File: src/rtl/pfx_pkg.sv
package pfx_pkg;
   localparam int unsigned WORD_W   = 32;
   localparam int unsigned IMM_BITS = 34;
   localparam logic [5:0]  PFX_OPC  = 6'd1;

   typedef enum logic [1:0] {
      PT_LS8  = 2'd0,
      PT_MMR  = 2'd1,
      PT_MLS  = 2'd2,
      PT_RSV  = 2'd3
   } pfx_type_e;

   function automatic logic [5:0] opc_of(input logic [WORD_W-1:0] w);
      return w[31:26];
   endfunction

   function automatic pfx_type_e type_of(input logic [WORD_W-1:0] w);
      return pfx_type_e'(w[25:24]);
   endfunction
endpackage

File: src/rtl/pfx_hold.sv
module pfx_hold
   import pfx_pkg::*;
#(
   parameter int unsigned ADDR_W = 32
)(
   input  logic              clk,
   input  logic              rst_n,
   input  logic              flush,
   input  logic              capture,
   input  logic              consume,
   input  logic [WORD_W-1:0] word_in,
   input  logic [3:0]        mid_in,
   output logic              held,
   output logic [WORD_W-1:0] held_word,
   output logic [3:0]        held_mid
);
   initial begin
      if (ADDR_W < 7) $error("pfx_hold: ADDR_W must reach bit 6");
   end

   always_ff @(posedge clk) begin
      if (!rst_n) begin
         held      <= 1'b0;
         held_word <= '0;
         held_mid  <= '0;
      end else if (flush) begin
         held <= 1'b0;
      end else if (capture) begin
         held      <= 1'b1;
         held_word <= word_in;
         held_mid  <= mid_in;
      end else if (consume) begin
         held <= 1'b0;
      end
   end

   AST_NO_DOUBLE_CAPTURE: assert property (@(posedge clk) disable iff (!rst_n)
      held && !flush |-> !capture) else $error("capture while held");

   AST_FLUSH_DROPS: assert property (@(posedge clk) disable iff (!rst_n)
      flush |=> !held) else $error("flush left prefix held");
endmodule

File: src/rtl/pfx_form_check.sv
module pfx_form_check
   import pfx_pkg::*;
#(
   parameter logic [63:0] LS8_OK = 64'h2200_0000_0000_0000,
   parameter logic [63:0] MLS_OK = 64'h0055_1555_0000_4000,
   parameter logic [63:0] MMR_OK = 64'h0,
   parameter logic [63:0] RSV_OK = 64'h0
)(
   input  logic [WORD_W-1:0] pfx_word,
   input  logic [WORD_W-1:0] sfx_word,
   output logic              illegal
);
   logic [63:0] allowed [4];
   logic        sub_rsv;
   logic        sfx_ok;

   assign allowed[0] = LS8_OK;
   assign allowed[1] = MMR_OK;
   assign allowed[2] = MLS_OK;
   assign allowed[3] = RSV_OK;

   assign sub_rsv = pfx_word[23];

   always_comb begin
      sfx_ok = 1'b0;
      for (int t = 0; t < 4; t++) begin
         if (type_of(pfx_word) == pfx_type_e'(t))
            sfx_ok = allowed[t][opc_of(sfx_word)];
      end
   end

   assign illegal = sub_rsv | ~sfx_ok;
endmodule

File: src/rtl/pfx_imm_build.sv
module pfx_imm_build
   import pfx_pkg::*;
#(
   parameter int unsigned IMM_W = 64
)(
   input  logic              merge,
   input  logic [WORD_W-1:0] pfx_word,
   input  logic [WORD_W-1:0] sfx_word,
   output logic [IMM_W-1:0]  imm,
   output logic              pcrel
);
   localparam int unsigned EXT_W = IMM_W - IMM_BITS;

   logic [IMM_BITS-1:0] raw;

   initial begin
      if (IMM_W < IMM_BITS) $error("pfx_imm_build: IMM_W below 34");
   end

   assign raw   = merge ? {pfx_word[17:0], sfx_word[15:0]}
                        : {{(IMM_BITS-16){sfx_word[15]}}, sfx_word[15:0]};
   assign pcrel = merge & pfx_word[20];

   generate
      if (EXT_W == 0) begin : g_exact
         assign imm = raw;
      end else begin : g_ext
         assign imm = {{EXT_W{raw[IMM_BITS-1]}}, raw};
      end
   endgenerate
endmodule

File: src/rtl/pfx_combine.sv
module pfx_combine
   import pfx_pkg::*;
#(
   parameter int unsigned ADDR_W = 32,
   parameter int unsigned CODE_W = 8,
   parameter int unsigned IMM_W  = 64,
   parameter logic [63:0] LS8_OK = 64'h2200_0000_0000_0000,
   parameter logic [63:0] MLS_OK = 64'h0055_1555_0000_4000
)(
   input  logic              clk,
   input  logic              rst_n,
   input  logic              flush,
   input  logic              in_valid,
   input  logic [CODE_W-1:0] in_code,
   input  logic [31:0]       in_word,
   input  logic [ADDR_W-1:0] in_addr,
   output logic              out_valid,
   output logic [CODE_W-1:0] out_code,
   output logic [31:0]       out_prefix,
   output logic              out_prefixed,
   output logic              out_illegal,
   output logic              out_align_fault,
   output logic              out_pcrel,
   output logic [IMM_W-1:0]  out_imm,
   output logic [ADDR_W-1:0] out_addr
);
   localparam logic [CODE_W-1:0] CODE_LSB = CODE_W'(1);
   localparam logic [3:0]        LAST_MID = 4'hF;

   initial begin
      if (CODE_W < 2)  $error("pfx_combine: CODE_W too small");
      if (ADDR_W < 7)  $error("pfx_combine: ADDR_W too small");
      if (IMM_W < 34)  $error("pfx_combine: IMM_W too small");
   end

   logic              held;
   logic [31:0]       held_word;
   logic [3:0]        held_mid;
   logic              accept, is_pfx, at_edge;
   logic              capture, merge, emit, fault;
   logic              form_bad;
   logic [IMM_W-1:0]  imm_nx;
   logic              pcrel_nx;
   logic [ADDR_W-1:0] addr_nx;

   assign accept  = in_valid & ~flush;
   assign is_pfx  = opc_of(in_word) == PFX_OPC;
   assign at_edge = in_addr[5:2] == LAST_MID;
   assign merge   = accept & held;
   assign fault   = accept & ~held & is_pfx & at_edge;
   assign capture = accept & ~held & is_pfx & ~at_edge;
   assign emit    = accept & ~capture;

   pfx_hold #(.ADDR_W(ADDR_W)) u_hold (
      .clk       (clk),
      .rst_n     (rst_n),
      .flush     (flush),
      .capture   (capture),
      .consume   (merge),
      .word_in   (in_word),
      .mid_in    (in_addr[5:2]),
      .held      (held),
      .held_word (held_word),
      .held_mid  (held_mid)
   );

   pfx_form_check #(.LS8_OK(LS8_OK), .MLS_OK(MLS_OK)) u_form (
      .pfx_word (held_word),
      .sfx_word (in_word),
      .illegal  (form_bad)
   );

   pfx_imm_build #(.IMM_W(IMM_W)) u_imm (
      .merge    (merge),
      .pfx_word (held_word),
      .sfx_word (in_word),
      .imm      (imm_nx),
      .pcrel    (pcrel_nx)
   );

   always_comb begin
      addr_nx = in_addr;
      if (merge) addr_nx[5:2] = held_mid;
   end

   always_ff @(posedge clk) begin
      if (!rst_n) begin
         out_valid       <= 1'b0;
         out_code        <= '0;
         out_prefix      <= '0;
         out_prefixed    <= 1'b0;
         out_illegal     <= 1'b0;
         out_align_fault <= 1'b0;
         out_pcrel       <= 1'b0;
         out_imm         <= '0;
         out_addr        <= '0;
      end else begin
         out_valid <= emit;
         if (emit) begin
            out_code        <= merge ? (in_code | CODE_LSB) : in_code;
            out_prefix      <= merge ? held_word : 32'h0;
            out_prefixed    <= merge;
            out_illegal     <= merge & form_bad;
            out_align_fault <= fault;
            out_pcrel       <= pcrel_nx;
            out_imm         <= imm_nx;
            out_addr        <= addr_nx;
         end
      end
   end

   AST_PREFIX_SILENT: assert property (@(posedge clk) disable iff (!rst_n)
      in_valid && !flush && !held && is_pfx && !at_edge |=> !out_valid)
      else $error("prefix emitted");

   AST_CODE_ODD: assert property (@(posedge clk) disable iff (!rst_n)
      out_valid && out_prefixed |-> out_code == ($past(in_code) | CODE_LSB))
      else $error("suffix code not remapped");

   AST_FAULT_ALONE: assert property (@(posedge clk) disable iff (!rst_n)
      out_align_fault && out_valid |-> !out_prefixed && !out_illegal)
      else $error("fault on merged op");

   AST_IMM_SIGNED: assert property (@(posedge clk) disable iff (!rst_n)
      out_valid |-> (out_imm[IMM_W-1:33] == '0) || (&out_imm[IMM_W-1:33]))
      else $error("immediate not sign-extended");

   AST_FLUSH_QUIET: assert property (@(posedge clk) disable iff (!rst_n)
      flush |=> !out_valid) else $error("output after flush");
endmodule

File: config.mk
export PLATFORM = sky130hd
export DESIGN_NAME = pfx_combine
export DESIGN_NICKNAME = d
export VERILOG_FILES = /design/src/rtl/pfx_pkg.sv /design/src/rtl/pfx_hold.sv /design/src/rtl/pfx_form_check.sv /design/src/rtl/pfx_imm_build.sv /design/src/rtl/pfx_combine.sv
export SDC_FILE = /design/constraint.sdc
export NUM_CORES = 1
export LEC_CHECK = 0
export BUFFER_PORTS_ARGS = -buffer_cell sky130_fd_sc_hd__buf_2
export CAP_MARGIN = 20
export CORE_AREA = 4 4 109 111
export DETAILED_ROUTE_END_ITERATION = 8
export DIE_AREA = 0 0 113 115
export PLACE_DENSITY = 0.81
export SYNTH_ARGS = -nofsm -noshare
export SYNTH_HDL_FRONTEND = slang
export SYNTH_SLANG_ARGS = --single-unit
File: constraint.sdc
create_clock -name clk -period 2.6 [get_ports clk]
set_input_delay 0.13 -clock clk [delete_from_list [all_inputs] [get_ports clk]]
set_output_delay 0.13 -clock clk [all_outputs]
set_load 0.01 [all_outputs]
Yosys cells after proc, flatten, opt, wreduce, memory -nomap -nowiden
Memories as Yosys holds them, arrays and structs flattened.
Cells that the tools add are included.
{ "classes": {"addsub": 0, "multipliers": 0, "div_mod_pow": 0, "order_cmp": 1, "eq_ne": 5, "shifts": 0, "mux": 13, "bitwise": 16, "reduce_logical": 4} }
{ "ops": {"columns": ["op", "count"], "rows": [
  ["$mux 34", 1],
  ["$mux 32", 1],
  ["$mux 1", 10],
  ["$and 1x1->1", 9],
  ["$lt 6x7->1 const B", 1],
  ["$eq 6x1->1 const B", 1],
  ["$not 1->1", 6],
  ["$eq 2x2->1 const B", 2],
  ["$eq 4x4->1 const B", 1],
  ["$mux 4", 1],
  ["$eq 2x1->1 const B", 1],
  ["$logic_not 2->1", 1],
  ["$reduce_and 2->1", 1],
  ["$reduce_bool 2->1", 1],
  ["$reduce_or 2->1", 1],
  ["$or 1x1->1", 1]
]} }
{ "totals": {"ff_bits": 148, "latch_bits": 0, "mem_bits_rw": 0, "romBits": 192, "mem_count": 3} }
{ "mem_list": {"columns": ["memory", "words", "word_bits", "read_ports", "rd_ports_with_merged_regs", "wr", "line_no", "text"], "rows": [
  ["(name not given)", 64, 1, 1, 0, 0, "pfx_form_check.sv:28", "sfx_ok = allowed[t][opc_of(sfx_word)];"],
  ["(name not given)", 64, 1, 1, 0, 0, "pfx_form_check.sv:28", null],
  ["(name not given)", 64, 1, 1, 0, 0, "pfx_form_check.sv:28", null]
]} }

Depth between registers and ports, before layout
Gate-level depths: netlist (run 1).
{ "depth": {"word_depth": 9, "depth_mapped": 7, "mapped_depth_nobuf": 4} }

Hierarchy
Synthesis (run 1) repeated with hierarchy kept, for this count alone.
{ "hier_totals": {"cells_unflattened": 796, "hier_area_um2": 7245.7} }
{ "modules_own_cells": {"columns": ["mod", "instances", "cells_each", "area_each_um2", "seq_area_each_um2"], "rows": [
  ["pfx_combine", 1, 558, 5037.3, 2822.7],
  ["pfx_hold", 1, 161, 1525.2, 740.7],
  ["pfx_imm_build", 1, 68, 625.6, 0.0],
  ["pfx_form_check", 1, 9, 57.6, 0.0]
]} }

Worst setup path after synthesis (run 1)
Ideal clock, no wire load.
{ "synth_path": {"kind": "register -> register", "start": "register u_hold.held", "end": "register u_hold.held_word[16]", "setup_time_ns": 0.128, "arrival_time_ns": 1.299, "required_time_ns": 2.472, "slack_ns": 1.173, "stages_incl_launch_ff": 7, "period_less_slack_ns": 1.427, "path_cell_list": "dfxtp_1 nor3_2 nand4_1 buf_2 buf_2 nand3_1 o21ai_0"} }
{ "synth_via": {"elab_chain_len": 5} }
{ "synth_rtl": {"columns": ["element", "line_no", "text"], "rows": [
  ["start, declared", "pfx_hold.sv:13", "output logic held,"],
  ["start signal, assigned", "pfx_hold.sv:23", "held <= 1'b0;"],
  ["start signal, assigned", "pfx_hold.sv:27", "held <= 1'b0;"],
  ["start signal, assigned", "pfx_hold.sv:29", "held <= 1'b1;"],
  ["$not 1->1", "pfx_combine.sv:51", "assign capture = accept & ~held & is_pfx & ~at_edge;"],
  ["$and 1x1->1 (3 in series)", "pfx_combine.sv:51", null],
  ["$reduce_and 2->1 (no source line)", null, null],
  ["end signal, assigned", "pfx_hold.sv:30", "held_word <= word_in;"],
  ["end, declared", "pfx_hold.sv:14", "output logic [WORD_W-1:0] held_word,"]
]} }
No other way between the ends.
A chain may end at the register's enable or synchronous reset.

Worst setup path in the final report (run 1)
{ "layout_path": {"start": "register u_hold.held", "end": "register u_hold.held"} }
{ "layout_via": {"elab_chain_len": 5} }
{ "layout_rtl": {"columns": ["element", "line_no"], "rows": [
  ["$not 1->1", "pfx_combine.sv:51"],
  ["$and 1x1->1 (3 in series)", "pfx_combine.sv:51"],
  ["$mux 1 or $reduce_bool 2->1 (tied branches)", null]
]} }
Parallel ways exist; a longest one is shown, timed or not.

==> results.py, run 1 <==
metrics = {
    "grt": {
        "grt_max_degree": 82,
        "grt_pass1_wl_microns": 23600,
        "antenna_found_initial": 0,
        "grt_use_total": 0.225,
        "grt_pass1_vias": 4723,
        "grt-ovfl-total": 0,
    },
    "worst_setup_path": {
        "required_ns": 3.05,
        "cp.arrival_ns": 2.66,
        "crit_type": "reg -> reg",
        "cp_max_fo": 67,
        "endpoint_kind": "register",
        "critPathLaunchType": "register",
    },
    "logic_synthesis": {
        "async_flop_share": 0,
        "ys_ff_latch": 147,
        "synth.cell_area_sq_um": 5320,
        "synth_cell_types": 37,
        "seq_area_frac_synth": 0.553,
        "synth_warnings": 0,
        "synth_ff_type": "dfxtp_1",
        "synth_fp_nets": 667,
        "synth_edf_count": 0,
        "synth_cells": 591,
        "syn_avg_cell_area_sq_um": 9.01,
    },
    "cts": {
        "clk_pin_slew_worst_paths_ns": 0.06,
        "clk_latency_ns": 0.51,
        "cts_buffers": 17,
        "cts.path.max_buffers": 2,
        "htreeDepth": 4,
        "cts-hold-fix-buffers": 70,
        "post-cts-setup-buffers": 0,
        "tritoncts": "yes",
        "ctsResizeCount": 0,
        "numClockSinks": 147,
        "clockRootBuffer": "clkbuf_8",
    },
    "detailed_routing": {
        "post_drt_wl_per_cell_microns": 15.5,
        "drt_iter0_markers": 485,
        "drc": 0,
        "firstDrtPassIters": 5,
        "postRouteAntennaNets": 0,
        "via_per_inst": 5.14,
        "finalWirelength_microns": 15100,
        "vias": 5030,
    },
    "layout": {
        "final_cell_mix": "buf_2 (216), dfxtp_1 (147), nand2_1 (137)",
        "area_growth_pct": 41.2,
        "fin_nets": 903,
        "layout_commonest_cell": "buf_2",
        "fillers": 813,
        "diodes": 0,
        "drive_above_1_share": 0.310,
        "layout.cells.non_filler": 978,
    },
    "timing": {
        "post-route-period-util": 0.851,
        "max_freq_ghz": 0.452,
        "worst_slew_pin_slew_ns": 0.800,
        "hold_violations": 0,
        "finalMaxSlewViolations": 0,
        "finalSetupTns_ns": 0,
        "rsz0062_at_grt": "false",
        "min_period_ns": 2.21,
        "relSlewSlack": 0.466,
        "finalSetupViolCount": 0,
        "fin_worst_skew_ns": 0.00988,
    },
    "die": {
        "dieHeight_microns": 115,
        "die_w_microns": 113,
        "die_area_sq_um": 13000,
        "core_area_sq_um": 10800,
        "num_rows": 38,
        "start_util": 0.493,
        "io_pins": 217,
    },
    "power_and_ir_drop": {
        "p_int_mw": 4.02,
        "p_switching_mw": 1.15,
        "seqPwrFrac": 0.454,
        "swShare": 0.222,
        "leakage_nw": 3.42,
        "power.density_nw_per_um2": 688,
        "power_frac_comb": 0.087,
        "ir_worst_vdd_mv": 0.347,
        "p_clk_frac": 0.459,
    },
    "place": {
        "dp_hpwl_microns": 9940,
        "dp.cells": 878,
        "routabilityCongestion": 0.883,
        "port-buffer-count": 216,
    },
    "hold_path": {
        "min_path_type": "in -> reg",
    },
    "job": {
        "maxCapViolCount": 0,
    },
    "status": {
        "status": "finished clean",
    },
}
-- state kept, by name (all words and copies together) (netlist names) --
signal / cells
out_imm: 34
out_addr: 32
out_prefix: 32
u_hold.held_word: 32
out_code: 8
u_hold.held_mid: 4
out_align_fault: 1
out_illegal: 1
out_prefixed: 1
out_valid: 1
u_hold.held: 1
-- power groups by stage --
stage               registers [mW]  clock network, mW  logic (mW)
floorplan                     2.42                  0       0.191
global placement              2.39                  0       0.358
detailed placement            2.39                  0       0.367
CTS                           2.34               2.41       0.448
finish                        2.34               2.37       0.451
global route                  2.35               2.52       0.489
-- kinds of logic (layout without fill, tap and decap cells) --
group / after synthesis / in the layout / synth area share
AO/OA/AOI/OAI: 146 / 146 / 0.172
flip-flops: 147 / 147 / 0.553
multiplexers: 4 / 4 / 0.00752
AND/OR/NAND/NOR: 215 / 215 / 0.181
buffers and inverters: 79 / 326 / 0.0865
-- per-layer routing --
layer / part of all wire / wire length (microns) / vias to the layer above / GRT usage
met1: 0.44 / 6610 / 2323 / 0.285
met2: 0.48 / 7230 / 210 / 0.378
li1: - / - / 2472 / -
met5: 0 / 0 / - / 0
met4: 0.020 / 296 / 0 / 0.0873
met3: 0.066 / 993 / 25 / 0.0474
-- layout make-up --
type,instances,area (sq um),area share
Sequential cell,147,2940,0.392
Multi-Input combinational cell,365,1940,0.259
Timing Repair Buffer,294,1870,0.248
Clock buffer,21,449,0.0598
Tap cell,140,175,0.0233
Clock inverter,9,131,0.0175
Inverter,2,7.51,0.000999
-- path summary, 6_finish.rpt --
kind,cells after the start,start,slack (ns),endpoint
min,4,in_word[27],0.1,out_align_fault
max,5,u_hold.held,0.39,u_hold.held
max reg2reg,5,u_hold.held,0.39,u_hold.held
min reg2reg,2,out_addr[14],0.45,out_addr[14]
-- stage by stage --
step / hold slack (ns) / cell area, sq um / setup WS (ns) / util / total power [mW]
after floorplan: 0.203 / 5320 / 1.17 / - / 2.61
after global placement: 0.374 / 6230 / 0.793 / 0.578 / 2.75
after detailed placement: 0.381 / 6230 / 0.675 / 0.578 / 2.76
after CTS: 0.0717 / 7520 / 0.413 / 0.696 / 5.20
after global routing: 0.126 / 7520 / 0.241 / 0.696 / 5.36
final: 0.0987 / 7520 / 0.387 / 0.696 / 5.17
-- synth_stat cells (2+ instances only) --
master / instances / area (sq um)
buf_2: 14 / 70.1
buf_6: 2 / 22.5
buf_1: 4 / 15.0
a21o_1: 2 / 15.0
nand3_1: 48 / 240
buf_4: 35 / 263
o21ai_0: 43 / 215
nand2_1: 137 / 514
nand4_1: 3 / 18.8
a21oi_1: 37 / 185
clkbuf_1: 22 / 82.6
o21ai_1: 4 / 20.0
a31oi_1: 18 / 113
nor2_1: 6 / 22.5
nor3_1: 3 / 15.0
a22o_1: 32 / 280
a211oi_1: 4 / 30.0
nor3_2: 2 / 20.0
nand2b_1: 2 / 12.5
dfxtp_1: 147 / 2940
nor2b_1: 2 / 12.5
and3_1: 5 / 31.3
nor4b_1: 2 / 17.5
mux2i_1: 4 / 40.0
-- critical path, stage by stage, from the launching register on --
cell and delay (ns):
dfxtp_1 0.36, nor3_2 0.44, nand4_1 0.14, buf_4 0.34, a211oi_2 0.28, dlygate4sd3_1 0.58
Note: power is estimated with default switching activity, not from simulation.
==> inputs of run 2 (changes only) <==
CORE_AREA = 4 4 126 128   (was 4 4 109 111)
DIE_AREA = 0 0 130 132   (was 0 0 113 115)
PLACE_DENSITY = 0.77   (was 0.81)
SYNTH_HIERARCHICAL = 1   (was default)
==> results.py, run 2 <==
metrics = {
    "power_and_ir_drop": {
        "fin_total_pwr_mw": 5.81,
        "ir_worst_vdd_mv": 0.424,
        "power.density_nw_per_um2": 637,
        "leakage_nw": 3.97,
    },
    "layout": {
        "fillers": 1269,
        "largest_reg_flops": 64,
        "drive_above_1_share": 0.276,
        "layout_commonest_cell": "buf_2",
        "final_cell_mix": "buf_2 (215), dfxtp_1 (178), nand2_1 (174)",
        "fin_nets": 1074,
        "area_growth_pct": 25.7,
        "regMostFlops": "out_imm",
    },
    "logic_synthesis": {
        "syn_avg_cell_area_sq_um": 9.10,
        "synth_cells": 796,
        "ys_ff_latch": 178,
        "async_flop_share": 0,
        "synth_area_leaders": "dfxtp_1 (49%), nand2_1 (9.0%), nand3_1 (6.9%)",
        "synth_cell_types": 38,
        "synth.cell_area_sq_um": 7250,
        "yosysMostFrequentCell": "dfxtp_1",
        "synth_top_family_by_area": "simple AND/OR/NAND/NOR gates",
        "synth_edf_count": 0,
        "synth_fp_nets": 872,
        "synth_ff_type": "dfxtp_1",
        "synth_compound_area_frac": 0.121,
        "yosys.area_share.simple": 0.184,
        "synthTopCellsByCount": "dfxtp_1 (178), nand2_1 (174), nand3_1 (100)",
        "synth_warnings": 6,
        "seq_area_frac_synth": 0.492,
        "yosys.area.top_type": "dfxtp_1",
        "synthAdderAreaFrac": 0,
        "synth_top_area_share": 0.492,
        "synthMuxAreaShare": 0.0879,
        "synth_xor_area_frac": 0.00121,
    },
    "place": {
        "port-buffer-count": 216,
        "dp_hpwl_microns": 11600,
        "routabilityCongestion": 0.778,
    },
    "worst_setup_path": {
        "crit_type": "reg -> reg",
        "cp.arrival_ns": 2.24,
        "slowest_stage": "mux2_2",
        "r2r_slack_ns": 0.64,
        "endpoint_kind": "register",
        "cp_max_fo": 31,
        "required_ns": 2.88,
        "crit_chain": "nand3b_1, inv_1, buf_4, mux2_2, nand3_1, o21ai_1",
        "reg2regPathDepth": 6,
        "rr_endpoint": "out_imm[33]",
        "slowest_delay_ns": 0.58,
        "critPathLaunchType": "register",
        "timing.rr.start": "u_hold/held",
    },
    "detailed_routing": {
        "postRouteAntennaNets": 0,
        "drt_iter0_markers": 394,
        "vias": 6169,
        "via_per_inst": 5.14,
        "post_drt_wl_per_cell_microns": 15.3,
        "firstDrtPassIters": 6,
        "drc": 0,
        "finalWirelength_microns": 18400,
    },
    "timing": {
        "rsz0062_at_grt": "false",
        "post-route-period-util": 0.756,
        "max_freq_ghz": 0.509,
        "finalMaxSlewViolations": 0,
        "worst_slew_pin_slew_ns": 0.576,
        "relSlewSlack": 0.616,
        "fin_worst_skew_ns": 0.0110,
        "finalSetupViolCount": 0,
        "finalSetupTns_ns": 0,
        "hold_violations": 0,
        "min_period_ns": 1.96,
    },
    "cts": {
        "clk_latency_ns": 0.42,
        "htreeDepth": 4,
        "numClockSinks": 178,
        "tritoncts": "yes",
        "clockRootBuffer": "clkbuf_16",
        "cts.path.max_buffers": 2,
        "clk_pin_slew_worst_paths_ns": 0.07,
        "cts_buffers": 17,
    },
    "hold_path": {
        "holdPathStages": 3,
        "hp-start": "flush",
        "min_to": "u_hold/held",
        "min_path_type": "in -> reg",
    },
    "grt": {
        "grt_pass1_vias": 5909,
        "antenna_found_initial": 1,
        "grt_use_total": 0.213,
        "grt_pass1_wl_microns": 29700,
        "grt_max_degree": 150,
        "grt-ovfl-total": 0,
    },
    "job": {
        "maxCapViolCount": 0,
    },
    "die": {
        "die_w_microns": 130,
        "start_util": 0.487,
        "core_area_sq_um": 14900,
        "dieHeight_microns": 132,
        "die_area_sq_um": 17200,
        "io_pins": 217,
        "num_rows": 45,
    },
    "status": {
        "status": "finished clean",
    },
}
run 2: cell count changes in the layout (fill, tap and decap cells not counted), sizes merged, moves of 3 or more:
cell	previous run	this run
dfxtp	147	178
mux2i	4	40
and3	5	0
o21ai	47	100
a31oi	19	1
nor2	7	13
nor4b	3	0
mux2	0	18
nand3	48	101
nand2	137	174
a21oi	37	0
run 2: final cells by class:
type                       count  area, sq um  area share
timing repair buffer         295         1880       0.206
tap                          188          235      0.0258
inverter                       3         11.3     0.00124
antenna                        2         5.00    0.000549
clock buffer                  22          464      0.0510
sequential                   178         3560       0.391
multi-input combinational    503         2870       0.315
clock inverter                 9         81.3     0.00893
run 2: worst max path at each step:
stage / slack, ns / endpoint / from
after floorplan: 0.82 / out_imm[63] / u_hold/held
final: 0.64 / out_imm[33] / u_hold/held
after global routing: 0.48 / out_addr[3] / in_addr[4]
after global placement: 0.70 / out_imm[60] / u_hold/held
after CTS: 0.65 / out_imm[60] / u_hold/held
after detailed placement: 0.66 / out_imm[60] / u_hold/held
run 2: logic make-up after synthesis:
group / count (synthesis)
simple gates: 301
flops: 178
compound gates: 143
buf+inv: 115
mux: 58
xor+xnor: 1
run 2: stage by stage:
stage	hold WS [ns]	cell area (sq um)	std cells	utilization	worst slack, ns
6_report	0.0292	9110	1200	0.613	0.635
5_1_grt	0.0250	9110	1199	0.613	0.479
4_1_cts	0.00450	9100	1198	0.613	0.647
3_5_place_dp	0.351	7870	1098	0.529	0.657
3_3_place_gp	0.344	7870	1098	0.529	0.701
2_1_floorplan	0.260	7250	796	-	0.822
run 2: repair_timing:
| item | CTS | global route |
|---|---|---|
| hold endpoints to repair | 83 | 0 |
| hold buffers | 69 | 0 |
| gates resized for setup | 0 | 0 |
| setup buffers | 0 | 0 |
run 2: critical path, delay by kind of cell, from the launching register on:
family | cells | cell delay [ns]
compound gates | 1 | 0.08
buf+inv | 2 | 0.32
flops | 1 | 0.36
mux | 1 | 0.58
simple gates | 2 | 0.45
run 2: routing by layer:
metal,track usage,part of all wire
met1,0.270,0.43
met2,0.344,0.48
met3,0.0600,0.063
met4,0.0843,0.026
met5,0,0
run 2: report_power, final:
part | internal (mW) | switching, mW
clock network | 1.36 | 1.03
registers | 2.81 | 0.0393
logic | 0.244 | 0.319
total | 4.41 | 1.39
